## src/rtl/scl_gen_pkg.sv

```systemverilog
package scl_gen_pkg;

  // Generator phase; the encoding has no external meaning.
  typedef enum logic [1:0] {
    PH_IDLE = 2'd0,
    PH_LOW  = 2'd1,
    PH_HIGH = 2'd2
  } phase_e;

  // Bit positions inside the timing word that the bus software programs.
  localparam int EXP_LSB  = 0;
  localparam int EXP_W    = 4;
  localparam int LOW_LSB  = 12;
  localparam int HIGH_LSB = 16;

endpackage

```

## src/rtl/scl_cfg_latch.sv

```systemverilog
module scl_cfg_latch
  import scl_gen_pkg::*;
#(
  parameter int FIELD_W = 4,
  parameter int REG_W   = 32
) (
  input  logic               clk,
  input  logic               rst,
  input  logic               load,
  input  logic [REG_W-1:0]   timing_reg,
  output logic [EXP_W-1:0]   exp_q,
  output logic [FIELD_W-1:0] high_q,
  output logic [FIELD_W-1:0] low_q
);

  logic [EXP_W-1:0]   exp_dec;
  logic [FIELD_W-1:0] high_dec;
  logic [FIELD_W-1:0] low_dec;
  logic               unused_reg_bits;

  assign exp_dec = timing_reg[EXP_LSB +: EXP_W];

  // The narrow variant drops the top bit of each phase field.
  generate
    if (FIELD_W >= 4) begin : g_wide
      assign high_dec = timing_reg[HIGH_LSB +: FIELD_W];
      assign low_dec  = timing_reg[LOW_LSB  +: FIELD_W];
    end else begin : g_narrow
      assign high_dec = timing_reg[HIGH_LSB +: FIELD_W];
      assign low_dec  = timing_reg[LOW_LSB  +: FIELD_W];
    end
  endgenerate

  // Hold/setup fields and reserved bits are not used by this generator.
  assign unused_reg_bits = ^timing_reg;

  always_ff @(posedge clk) begin
    if (rst) begin
      exp_q  <= '0;
      high_q <= '0;
      low_q  <= '0;
    end else if (load) begin
      exp_q  <= exp_dec;
      high_q <= high_dec;
      low_q  <= low_dec;
    end
  end

endmodule

```

## src/rtl/scl_prescaler.sv

```systemverilog
module scl_prescaler
  import scl_gen_pkg::*;
#(
  parameter int PRE_W = 16
) (
  input  logic             clk,
  input  logic             rst,
  input  logic             clear,
  input  logic             adv,
  input  logic [EXP_W-1:0] exp_i,
  output logic             tick,
  output logic             at_zero
);

  localparam logic [PRE_W-1:0] ONE = PRE_W'(1);

  logic [PRE_W-1:0] cnt_q;
  logic [PRE_W-1:0] limit;

  // Base tick period is 2^exp clocks; the counter wraps at 2^exp - 1.
  always_comb begin
    limit   = PRE_W'((64'd1 << exp_i) - 64'd1);
    tick    = (cnt_q == limit);
    at_zero = (cnt_q == '0);
  end

  always_ff @(posedge clk) begin
    if (rst || clear) begin
      cnt_q <= '0;
    end else if (adv) begin
      if (tick) cnt_q <= '0;
      else      cnt_q <= cnt_q + ONE;
    end
  end

  assert_pre_range_R12: assert property (@(posedge clk) disable iff (rst)
    cnt_q <= limit);

endmodule

```

## src/rtl/scl_phase_ctrl.sv

```systemverilog
module scl_phase_ctrl
  import scl_gen_pkg::*;
#(
  parameter int FIELD_W = 4
) (
  input  logic               clk,
  input  logic               rst,
  input  logic               enable,
  input  logic               scl_in,
  input  logic               tick,
  input  logic               pre_zero,
  input  logic [FIELD_W-1:0] high_i,
  input  logic [FIELD_W-1:0] low_i,
  output phase_e             state_o,
  output logic               load_o,
  output logic               adv_o,
  output logic               clear_o,
  output logic               scl_o,
  output logic               change_stb,
  output logic               sample_stb
);

  localparam logic [FIELD_W-1:0] PH_ONE = FIELD_W'(1);

  phase_e             st_q, st_d;
  logic [FIELD_W-1:0] ph_q, ph_d;
  logic               run_high;
  logic               end_low;
  logic               end_high;
  logic               scl_q;

  always_comb begin
    run_high = (st_q == PH_HIGH) && scl_in;
    adv_o    = (st_q == PH_LOW) || run_high;
    clear_o  = (st_q == PH_IDLE);
    end_low  = (st_q == PH_LOW) && tick && (ph_q == low_i);
    end_high = run_high && tick && (ph_q == high_i);
    st_d     = st_q;
    ph_d     = ph_q;
    case (st_q)
      PH_IDLE: begin
        if (enable) st_d = PH_LOW;
      end
      PH_LOW: begin
        if (end_low) begin
          st_d = PH_HIGH;
          ph_d = '0;
        end else if (tick) begin
          ph_d = ph_q + PH_ONE;
        end
      end
      PH_HIGH: begin
        if (end_high) begin
          st_d = enable ? PH_LOW : PH_IDLE;
          ph_d = '0;
        end else if (run_high && tick) begin
          ph_d = ph_q + PH_ONE;
        end
      end
      default: begin
        st_d = PH_IDLE;
        ph_d = '0;
      end
    endcase
    load_o = ((st_q == PH_IDLE) && enable) || (end_high && enable);
  end

  always_ff @(posedge clk) begin
    if (rst) begin
      st_q  <= PH_IDLE;
      ph_q  <= '0;
      scl_q <= 1'b1;
    end else begin
      st_q  <= st_d;
      ph_q  <= ph_d;
      scl_q <= (st_d != PH_LOW);
    end
  end

  assign state_o    = st_q;
  assign scl_o      = scl_q;
  assign change_stb = (st_q == PH_LOW) && pre_zero && (ph_q == (low_i >> 1));
  assign sample_stb = run_high && pre_zero && (ph_q == (high_i >> 1));

  assert_idle_high_R1: assert property (@(posedge clk) disable iff (rst)
    (st_q == PH_IDLE) |-> scl_q);

  assert_low_bound_R2: assert property (@(posedge clk) disable iff (rst)
    (st_q == PH_LOW) |-> (ph_q <= low_i));

  assert_high_bound_R3: assert property (@(posedge clk) disable iff (rst)
    (st_q == PH_HIGH) |-> (ph_q <= high_i));

  assert_stretch_hold_R8: assert property (@(posedge clk) disable iff (rst)
    ((st_q == PH_HIGH) && !scl_in) |=> ((st_q == PH_HIGH) && $stable(ph_q)));

  assert_strobe_excl_R9: assert property (@(posedge clk) disable iff (rst)
    $onehot0({change_stb, sample_stb}) && (change_stb -> !scl_q));

  assert_sample_high_R10: assert property (@(posedge clk) disable iff (rst)
    sample_stb |-> (scl_q && scl_in));

  assert_stop_clean_R11: assert property (@(posedge clk) disable iff (rst)
    ((st_q == PH_HIGH) && !enable) |=> (st_q != PH_LOW));

endmodule

```

## src/rtl/scl_clkgen.sv

```systemverilog
module scl_clkgen
  import scl_gen_pkg::*;
#(
  parameter int FIELD_W = 4,
  parameter int PRE_W   = 16,
  parameter int REG_W   = 32
) (
  input  logic             clk,
  input  logic             rst,
  input  logic             enable,
  input  logic [REG_W-1:0] timing_reg,
  input  logic             scl_in,
  output logic             scl_out,
  output logic             change_stb,
  output logic             sample_stb
);

  logic [EXP_W-1:0]   exp_q;
  logic [FIELD_W-1:0] high_q;
  logic [FIELD_W-1:0] low_q;
  logic               load;
  logic               adv;
  logic               clear;
  logic               tick;
  logic               pre_zero;
  phase_e             state;

  scl_cfg_latch #(.FIELD_W(FIELD_W), .REG_W(REG_W)) u_cfg (
    .clk        (clk),
    .rst        (rst),
    .load       (load),
    .timing_reg (timing_reg),
    .exp_q      (exp_q),
    .high_q     (high_q),
    .low_q      (low_q)
  );

  scl_prescaler #(.PRE_W(PRE_W)) u_pre (
    .clk     (clk),
    .rst     (rst),
    .clear   (clear),
    .adv     (adv),
    .exp_i   (exp_q),
    .tick    (tick),
    .at_zero (pre_zero)
  );

  scl_phase_ctrl #(.FIELD_W(FIELD_W)) u_phase (
    .clk        (clk),
    .rst        (rst),
    .enable     (enable),
    .scl_in     (scl_in),
    .tick       (tick),
    .pre_zero   (pre_zero),
    .high_i     (high_q),
    .low_i      (low_q),
    .state_o    (state),
    .load_o     (load),
    .adv_o      (adv),
    .clear_o    (clear),
    .scl_o      (scl_out),
    .change_stb (change_stb),
    .sample_stb (sample_stb)
  );

  // Latched timing may only move on the first clock of a low phase.
  assert_cfg_at_start_R7: assert property (@(posedge clk) disable iff (rst)
    !$stable({exp_q, high_q, low_q}) |-> ((state == PH_LOW) && ($past(state) != PH_LOW)));

endmodule

```

## config.mk

```make
export PLATFORM = sky130hd
export DESIGN_NAME = scl_clkgen
export DESIGN_NICKNAME = d
export VERILOG_FILES = /design/src/rtl/scl_gen_pkg.sv /design/src/rtl/scl_cfg_latch.sv /design/src/rtl/scl_prescaler.sv /design/src/rtl/scl_phase_ctrl.sv /design/src/rtl/scl_clkgen.sv
export SDC_FILE = /design/constraint.sdc
export NUM_CORES = 1
export LEC_CHECK = 0
export BUFFER_PORTS_ARGS = -buffer_cell sky130_fd_sc_hd__buf_2
export CAP_MARGIN = 20
export CORE_ASPECT_RATIO = 0.7
export CORE_MARGIN = 2
export CORE_UTILIZATION = 45
export DETAILED_ROUTE_END_ITERATION = 16
export PLACE_DENSITY = 0.75
export SLEW_MARGIN = 10
export SYNTH_ARGS = -nofsm -noshare
export SYNTH_HDL_FRONTEND = slang
export SYNTH_SLANG_ARGS = --single-unit
```

## constraint.sdc

```tcl
create_clock -name clk -period 3.8 [get_ports clk]
set_clock_uncertainty 0.05 [all_clocks]
set_input_delay 0.19 -clock clk [delete_from_list [all_inputs] [get_ports clk]]
set_output_delay 0.19 -clock clk [all_outputs]
set_load 0.005 [all_outputs]
```

# == Word-level counts from Yosys, hierarchy flattened ==
# Index checks and enable logic that the tools add are counted.
# word_totals
inputBits,36
out_inout_bits,3
wordCells,50
ff_bits,35
# op_classes
n_addsub,3
reduce_logical,17
eq_ne,10
bitwise,1
mux,11
shift,1
# ops
operator,count
$add 16x1->16 const B,1
$eq 16x16->1,1
$logic_not 16->1,1
$mux 16,1
$mux 4,4
$shl 1x4->16 const A,1
$sub 16x1->16 const B,1
$pmux 4 s3,1
$logic_and 1x1->1,11
$eq 4x3->1,2
$eq 4x4->1,2
$mux 2,3
$pmux 2 s3,1
$add 4x1->4 const B,1
$logic_or 1x1->1,3
$ne 3x1->1 const B,1
$ne 3x2->1 const B,1
$reduce_and 3->1,1
$eq 2x1->1 const B,1
$eq 2x2->1 const B,1
$logic_not 2->1,1
$ne 2x1->1 const B,1
$mux 1,1
$not 1->1,1

# == Longest topological paths before layout ==
# Gate-level depths: netlist of the first run.
# depth
word_depth,8
mapped_depth,15
ltp_nobuf,11

# == By module ==
# Synthesis of the first run repeated with hierarchy kept, for this count alone.
# unflattened
cells_unflattened,283
area_unflattened_um2,2334.7
# by_module_without_submodules
module,seq_area_each_um2,cells_per_inst,area_per_inst_um2,instances
scl_prescaler,320.3,165,1258.7,1
scl_phase_ctrl,140.1,80,655.6,1
scl_cfg_latch,240.2,38,420.4,1

# == Least setup slack after synthesis of the first run ==
# No wires, ideal clock.
# synth_timing
path_kind,reg2reg
start,register u_cfg.exp_q[3]
end,register u_phase.ph_q[2]
path_stages_with_launch,14
setup_slack_ns,0.398
synth_period_minus_slack_ns,3.402
setup_ns,0.130
t_required_ns,3.620
n_path_buf,3
arrival_time_ns,3.222
path_cell_list,dfxtp_1 > clkbuf_1 > buf_2 > nand3b_1 > ha_1 > buf_4 > or3b_1 > a21o_1 > a311o_1 > nor4_4 > nand3_2 > o311a_1 > a31oi_1 > mux2i_1
# synth_between
elab_chain_len,7
word_cells_on_any_way,13
classes_between,add/sub: 1; eq/ne: 3; shift: 1; mux: 3; reduce/logical: 5
# synth_rtl
item,line_no,rtl
"start, declared",scl_cfg_latch.sv:11,"output logic [EXP_W-1:0] exp_q,"
"start signal, assigned",scl_cfg_latch.sv:43,exp_q <= exp_dec;
$shl 1x4->16 (*),scl_prescaler.sv:22,limit = PRE_W'((64'd1 << exp_i) - 64'd1);
$sub 16x1->16 (*),scl_prescaler.sv:22,
$eq 16x16->1 (*),scl_prescaler.sv:23,tick = (cnt_q == limit);
"$logic_and 1x1->1, on equally long branches","scl_phase_ctrl.sv:37, scl_phase_ctrl.sv:56, scl_phase_ctrl.sv:36",
"$logic_and 1x1->1, on equally long branches","scl_phase_ctrl.sv:37, scl_phase_ctrl.sv:36",
"$ne 3x2->1 (no line), or another cell as far along",-,
$reduce_and 3->1 (no line) or $pmux 4 s3 (tied branches),-,
"end signal, assigned",scl_phase_ctrl.sv:75,ph_q <= ph_d;
"end, declared",scl_phase_ctrl.sv:26,"logic [FIELD_W-1:0] ph_q, ph_d;"
# Every way passes the cells marked *; elsewhere a longest branch is shown, timed or not.
# A chain may end at the register's enable or synchronous reset.

# == Final worst setup path of the first run ==
# Ends and elaborated chain as after synthesis.

==> impl_metrics.ini, run 1 <==
[clock_tree]
ctsResizeCount = 0
postCtsSetupBuffers = 0
clk_pin_slew_ns = 0.08
insertion_delay_ns = 0.30
cts.sinks = 35
cts-root-buf = clkbuf_8
clk_path_buf_depth = 2
cts_hold_buf = 0
h-tree-depth = 2
cts_tree = built
cts_made_buffers = 5

[synthesis]
synth_async_sr_flop_share = 0
ys_types = 50
synth_top_area_share = 0.303
synth_nets = 327
synth-seq-cells = 35
yosysSeqAreaShare = 0.303
synth_top_area_cell = dfxtp_1
synthTopCellsByArea = dfxtp_1 (30%), xor2_1 (8.0%), mux2i_1 (6.5%)
synthCells = 283
avgSynthCellArea_um2 = 8.16
synth_ff_type = dfxtp_1
ys_warn_count = 0
synth-edff-count = 0
synth_area_um2 = 2310

[detailed_routing]
drc = 0
drtAntennaViolNets = 0
detail_route.wl_per_cell_um = 13.7
first_pass_iters = 4
drt-total-wl_um = 5000
via_count = 1995
viasPerCell = 5.48
drt_iter0_drc = 186

[power]
ir_worst_vdd_v = 0.000168
seq_power_share = 0.430
finalPower_uw = 915
sw_frac_of_total = 0.284
power_report.internal_total_uw = 655
clock_power_share = 0.377
netSwitchingPower_uw = 260
power_density_nw_per_um2 = 358
p_leak_nw = 1.03
pwr-share-comb = 0.193

[place]
hpwl_um = 3650
io_buffers = 18
globalplace.congestion = 0.808

[timing]
hold_viol = 0
setup_viol = 0
slew_headroom = 0.654
worst_pin_slew_ns = 0.514
rsz0062_at_grt = false
fmax_ghz = 0.288
setup_tns_ns = 0
drv_slew = 0
period_minus_slack_ns = 3.47
finalCritPeriodShare = 0.914

[cells_and_area]
synthToLayoutAreaGrowth_pct = 10.7
multi_input_area_um2 = 1460
final_layout_size_suffix_gt1_frac = 0.132
fillers = 485
fin_nets = 338
antenna_cells = 0
seq_area_um2 = 701
postLayoutCoreUtil = 0.526

[global_routing]
grt_pass1_vias = 1870
grt.total_usage = 0.196
grt_pass1_wl_um = 8720
antenna_found_initial = 0
overflow = 0
grt_start_max_net_pins = 19

[setup_path]
r2r-start = u_cfg.exp_q[3]$_SDFFE_PP0P_
worstSetupStartpointType = flop
arrival_ns = 3.60
worstPathMaxFanout = 11
required_ns = 3.93
worstSetupPathType = reg2reg
end_kind = flop
crit_start = u_cfg.exp_q[3]$_SDFFE_PP0P_

[floorplanning]
dieArea_um2 = 5730
die_w_um = 89.6
fp.dieH_um = 63.9
start_util = 0.475
num_rows = 21
ios = 39
coreArea_um2 = 4860

[min_path]
min_from = timing_reg[17]
hold_path.class = in2reg

[status]
status = finished, final reports clean

[run]
cap_violations = 0
[worst max-delay path, stage by stage, from the launching register on]
cell     delay [ns]
dfxtp_1        0.49
or4_1          0.23
ha_1           0.34
or3b_1         0.38
a21o_1         0.18
a311o_1        0.40
nor4_4         0.39
nand3_2        0.20
o311a_1        0.44
a31oi_1        0.17
mux2i_1        0.09
[metal layers]
metal	GRT usage	part of all wire
met5	0	0
met4	0.0784	0.017
met3	0.0439	0.054
met2	0.262	0.38
met1	0.298	0.54
[area by class of cell]
class | instances | area share
Timing Repair Buffer | 25 | 0.0607
Clock inverter | 3 | 0.0171
Sequential cell | 35 | 0.274
Clock buffer | 5 | 0.0269
Tap cell | 69 | 0.0338
Multi-Input combinational cell | 215 | 0.570
Inverter | 12 | 0.0176
[sequential cells by signal, indices dropped and copies added (netlist names)]
register / count
u_pre.cnt_q: 16
u_cfg.exp_q: 4
u_cfg.high_q: 4
u_cfg.low_q: 4
u_phase.ph_q: 4
u_phase.state_o: 2
u_phase.scl_o: 1
[cells in the final DEF, fill, tap and decap left out, types with 3 or more instances in the layout]
cell | netlist | final
a21o_1 | 4 | 4
a21oi_1 | 5 | 5
a31oi_1 | 8 | 8
and3_1 | 5 | 5
buf_2 | 7 | 18
buf_4 | 1 | 6
clkbuf_8 | 0 | 5
dfxtp_1 | 35 | 35
ha_1 | 8 | 8
inv_1 | 12 | 12
mux2i_1 | 15 | 15
nand2_1 | 16 | 16
nand3_1 | 14 | 14
nand4_1 | 5 | 5
nor2_1 | 39 | 39
nor3_1 | 11 | 11
nor4_1 | 5 | 5
o211ai_1 | 3 | 3
o21a_1 | 3 | 3
o21ai_0 | 3 | 3
o21ai_1 | 3 | 3
or3_1 | 3 | 3
xnor2_1 | 14 | 14
xor2_1 | 21 | 21
[worst paths after layout]
check        cells past startpoint                      endpoint  slack [ns]
max                             10  u_phase.ph_q[2]$_SDFFE_PP0P_        0.33
min                              3  u_cfg.high_q[1]$_SDFFE_PP0P_        0.07
max reg2reg                     10  u_phase.ph_q[2]$_SDFFE_PP0P_        0.33
min reg2reg                      2   u_cfg.low_q[0]$_SDFFE_PP0P_        0.48
[cells by family (layout without fill, tap and decap cells)]
logic type | after synthesis | count (layout) | synth area share
compound gates | 43 | 43 | 0.133
xor+xnor | 35 | 35 | 0.133
buf+inv | 33 | 45 | 0.0655
simple gates | 113 | 113 | 0.252
mux | 16 | 16 | 0.0699
fa+ha+maj | 8 | 8 | 0.0433
flops | 35 | 35 | 0.303
[power by group through the flow]
stage / registers [mW] / logic, mW / clock network (mW)
floorplan: 0.395 / 0.142 / 0
global placement: 0.401 / 0.166 / 0
detailed placement: 0.402 / 0.169 / 0
CTS: 0.393 / 0.171 / 0.353
global route: 0.396 / 0.199 / 0.368
finish: 0.393 / 0.177 / 0.345
[synth_stat cells, drive strengths merged (8+ instances only)]
cell type   n
a31oi       8
buf        12
clkbuf      9
dfxtp      35
ha          8
inv        12
mux2i      15
nand2      16
nand3      15
nor2       40
nor3       11
xnor2      14
xor2       21
[stage by stage]
stage                     setup WS, ns  cells  instance area (um2)  hold slack (ns)
final                            0.327    364                 2560           0.0721
after detailed placement         0.259    354                 2420            0.382
after global placement           0.305    354                 2420            0.374
after floorplan                  0.398    283                 2310            0.287
after CTS                        0.247    362                 2530           0.0688
after global routing            0.0453    364                 2560            0.101
Note: power is estimated with default switching activity, not from simulation.
==> run 2: changes to the inputs <==
--- a/config.mk
+++ b/config.mk
@@ -12,6 +12,7 @@
 export CORE_UTILIZATION = 45
 export DETAILED_ROUTE_END_ITERATION = 16
 export PLACE_DENSITY = 0.75
+export RECOVER_POWER = 100
 export SLEW_MARGIN = 10
 export SYNTH_ARGS = -nofsm -noshare
 export SYNTH_HDL_FRONTEND = slang
==> run 2 against run 1 <==
Compared with the run above:
- global-route usage is the same
- wire length shrank 0.14%
- final area shrank 1.0%
- total power shrank 0.75%
- clock power is essentially flat
- worst hold slack gained 0.0033 ns
==> impl_metrics.ini, run 2 (synthesis results as in run 1) <==
[cells_and_area]
largest_reg_flops = 16
largest_register = u_pre.cnt_q
stdcell_area_um2 = 2530
final_layout_size_suffix_gt1_frac = 0.119
fin_nets = 338
synthToLayoutAreaGrowth_pct = 9.59
seq_area_um2 = 701
multi_input_area_um2 = 1450
fillers = 492
antenna_cells = 0
layout_commonest_cell = nor2_1
layout_common_cells = nor2_1 (39), dfxtp_1 (35), xor2_1 (21)

[floorplanning]
fp.dieH_um = 63.9
die_w_um = 89.6
ios = 39
start_util = 0.475
num_rows = 21
dieArea_um2 = 5730
coreArea_um2 = 4860

[clock_tree]
postCtsSetupBuffers = 0
clk_pin_slew_ns = 0.08
cts_tree = built
cts_made_buffers = 5
insertion_delay_ns = 0.30
cts_hold_buf = 0
clk_path_buf_depth = 2
h-tree-depth = 2
cts-root-buf = clkbuf_8
ctsResizeCount = 0
cts.sinks = 35

[timing]
setup_tns_ns = 0
hold_viol = 0
rsz0062_at_grt = false
holdWs_ns = 0.0754
worst_pin_slew_ns = 0.529
finalCritPeriodShare = 0.924
drv_slew = 0
setup_viol = 0
timing.final.ws_setup_ns = 0.291
fmax_ghz = 0.285
period_minus_slack_ns = 3.51
slew_headroom = 0.644

[status]
status = finished, final reports clean

[place]
hpwl_um = 3650
io_buffers = 18
place_area_um2 = 2420
dp_slack_ns = 0.259
globalplace.congestion = 0.808

[global_routing]
antenna_found_initial = 0
grt_pass1_vias = 1870
grt.total_usage = 0.196
grt_pass1_wl_um = 8720
grt_start_max_net_pins = 19
overflow = 0

[run]
cap_violations = 0

[power]
ir_worst_vdd_v = 0.000167
power_density_nw_per_um2 = 359
p_leak_nw = 1.01

[setup_path]
arrival_ns = 3.64
worstSetupPathType = reg2reg
worstPathMaxFanout = 11
cp_slowest_cell = dfxtp_1
cp_top_family = simple AND/OR/NAND/NOR gates
required_ns = 3.93
worstPathCellList = or4_1 > ha_1 > or3b_1 > a21o_1 > a311o_1 > nor4_4 > a31oi_1 > nor2_4 > clkbuf_2 > mux2i_1 > nor2_1
end_kind = flop
worstSetupStartpointType = flop
cpPeakStageDelay_ns = 0.49
worst-path-buf-inv = 1

[detailed_routing]
drt_iter0_drc = 179
detail_route.wl_per_cell_um = 13.7
drc = 0
viasPerCell = 5.48
via_count = 1995
first_pass_iters = 4
drt-total-wl_um = 4990
drtAntennaViolNets = 0

[min_path]
hold_path.class = in2reg
run 2: layout make-up:
| type | instances | share of cell area |
|---|---|---|
| multi-input combinational | 215 | 0.574 |
| timing repair buffer | 25 | 0.0529 |
| inverter | 12 | 0.0178 |
| tap | 69 | 0.0341 |
| sequential | 35 | 0.277 |
| clock inverter | 3 | 0.0173 |
| clock buffer | 5 | 0.0272 |
run 2: report_power, final:
part           switching [mW]  total, mW  internal [mW]
Clock                   0.148      0.343          0.195
Sequential             0.0152      0.393          0.378
Combinational          0.0945      0.172         0.0771
run 2: stage by stage:
stage / power (mW) / cells / utilization
floorplan: 0.536 / 283 / -
global placement: 0.567 / 354 / 0.497
detailed placement: 0.571 / 354 / 0.497
CTS: 0.917 / 362 / 0.520
global route: 0.957 / 364 / 0.521
finish: 0.908 / 364 / 0.521
run 2: worst paths after layout:
kind                               start                      endpoint  slack, ns  cells after the start
max reg2reg  u_cfg.exp_q[3]$_SDFFE_PP0P_   u_cfg.low_q[1]$_SDFFE_PP0P_       0.29                     11
min reg2reg  u_cfg.low_q[0]$_SDFFE_PP0P_   u_cfg.low_q[0]$_SDFFE_PP0P_       0.48                      2
min                       timing_reg[17]  u_cfg.high_q[1]$_SDFFE_PP0P_       0.08                      3
max          u_cfg.exp_q[3]$_SDFFE_PP0P_   u_cfg.low_q[1]$_SDFFE_PP0P_       0.29                     11
run 2: metal layers:
| metal | vias up | track usage | routed length, um |
|---|---|---|---|
| met5 | - | 0 | 0 |
| met4 | 0 | 0.0784 | 87 |
| met3 | 10 | 0.0439 | 247 |
| met2 | 41 | 0.262 | 1930 |
| met1 | 932 | 0.298 | 2720 |
| li1 | 1012 | - | - |
run 2: worst reg2reg max path: cells and delay by family, from the launching register on:
family,cells,cell delay [ns]
DFF,1,0.49
buffers and inverters,1,0.30
and+or+nand+nor,5,1.20
muxes,1,0.25
AOI/OAI and AO/OA,3,0.76
adders and majority gates,1,0.34
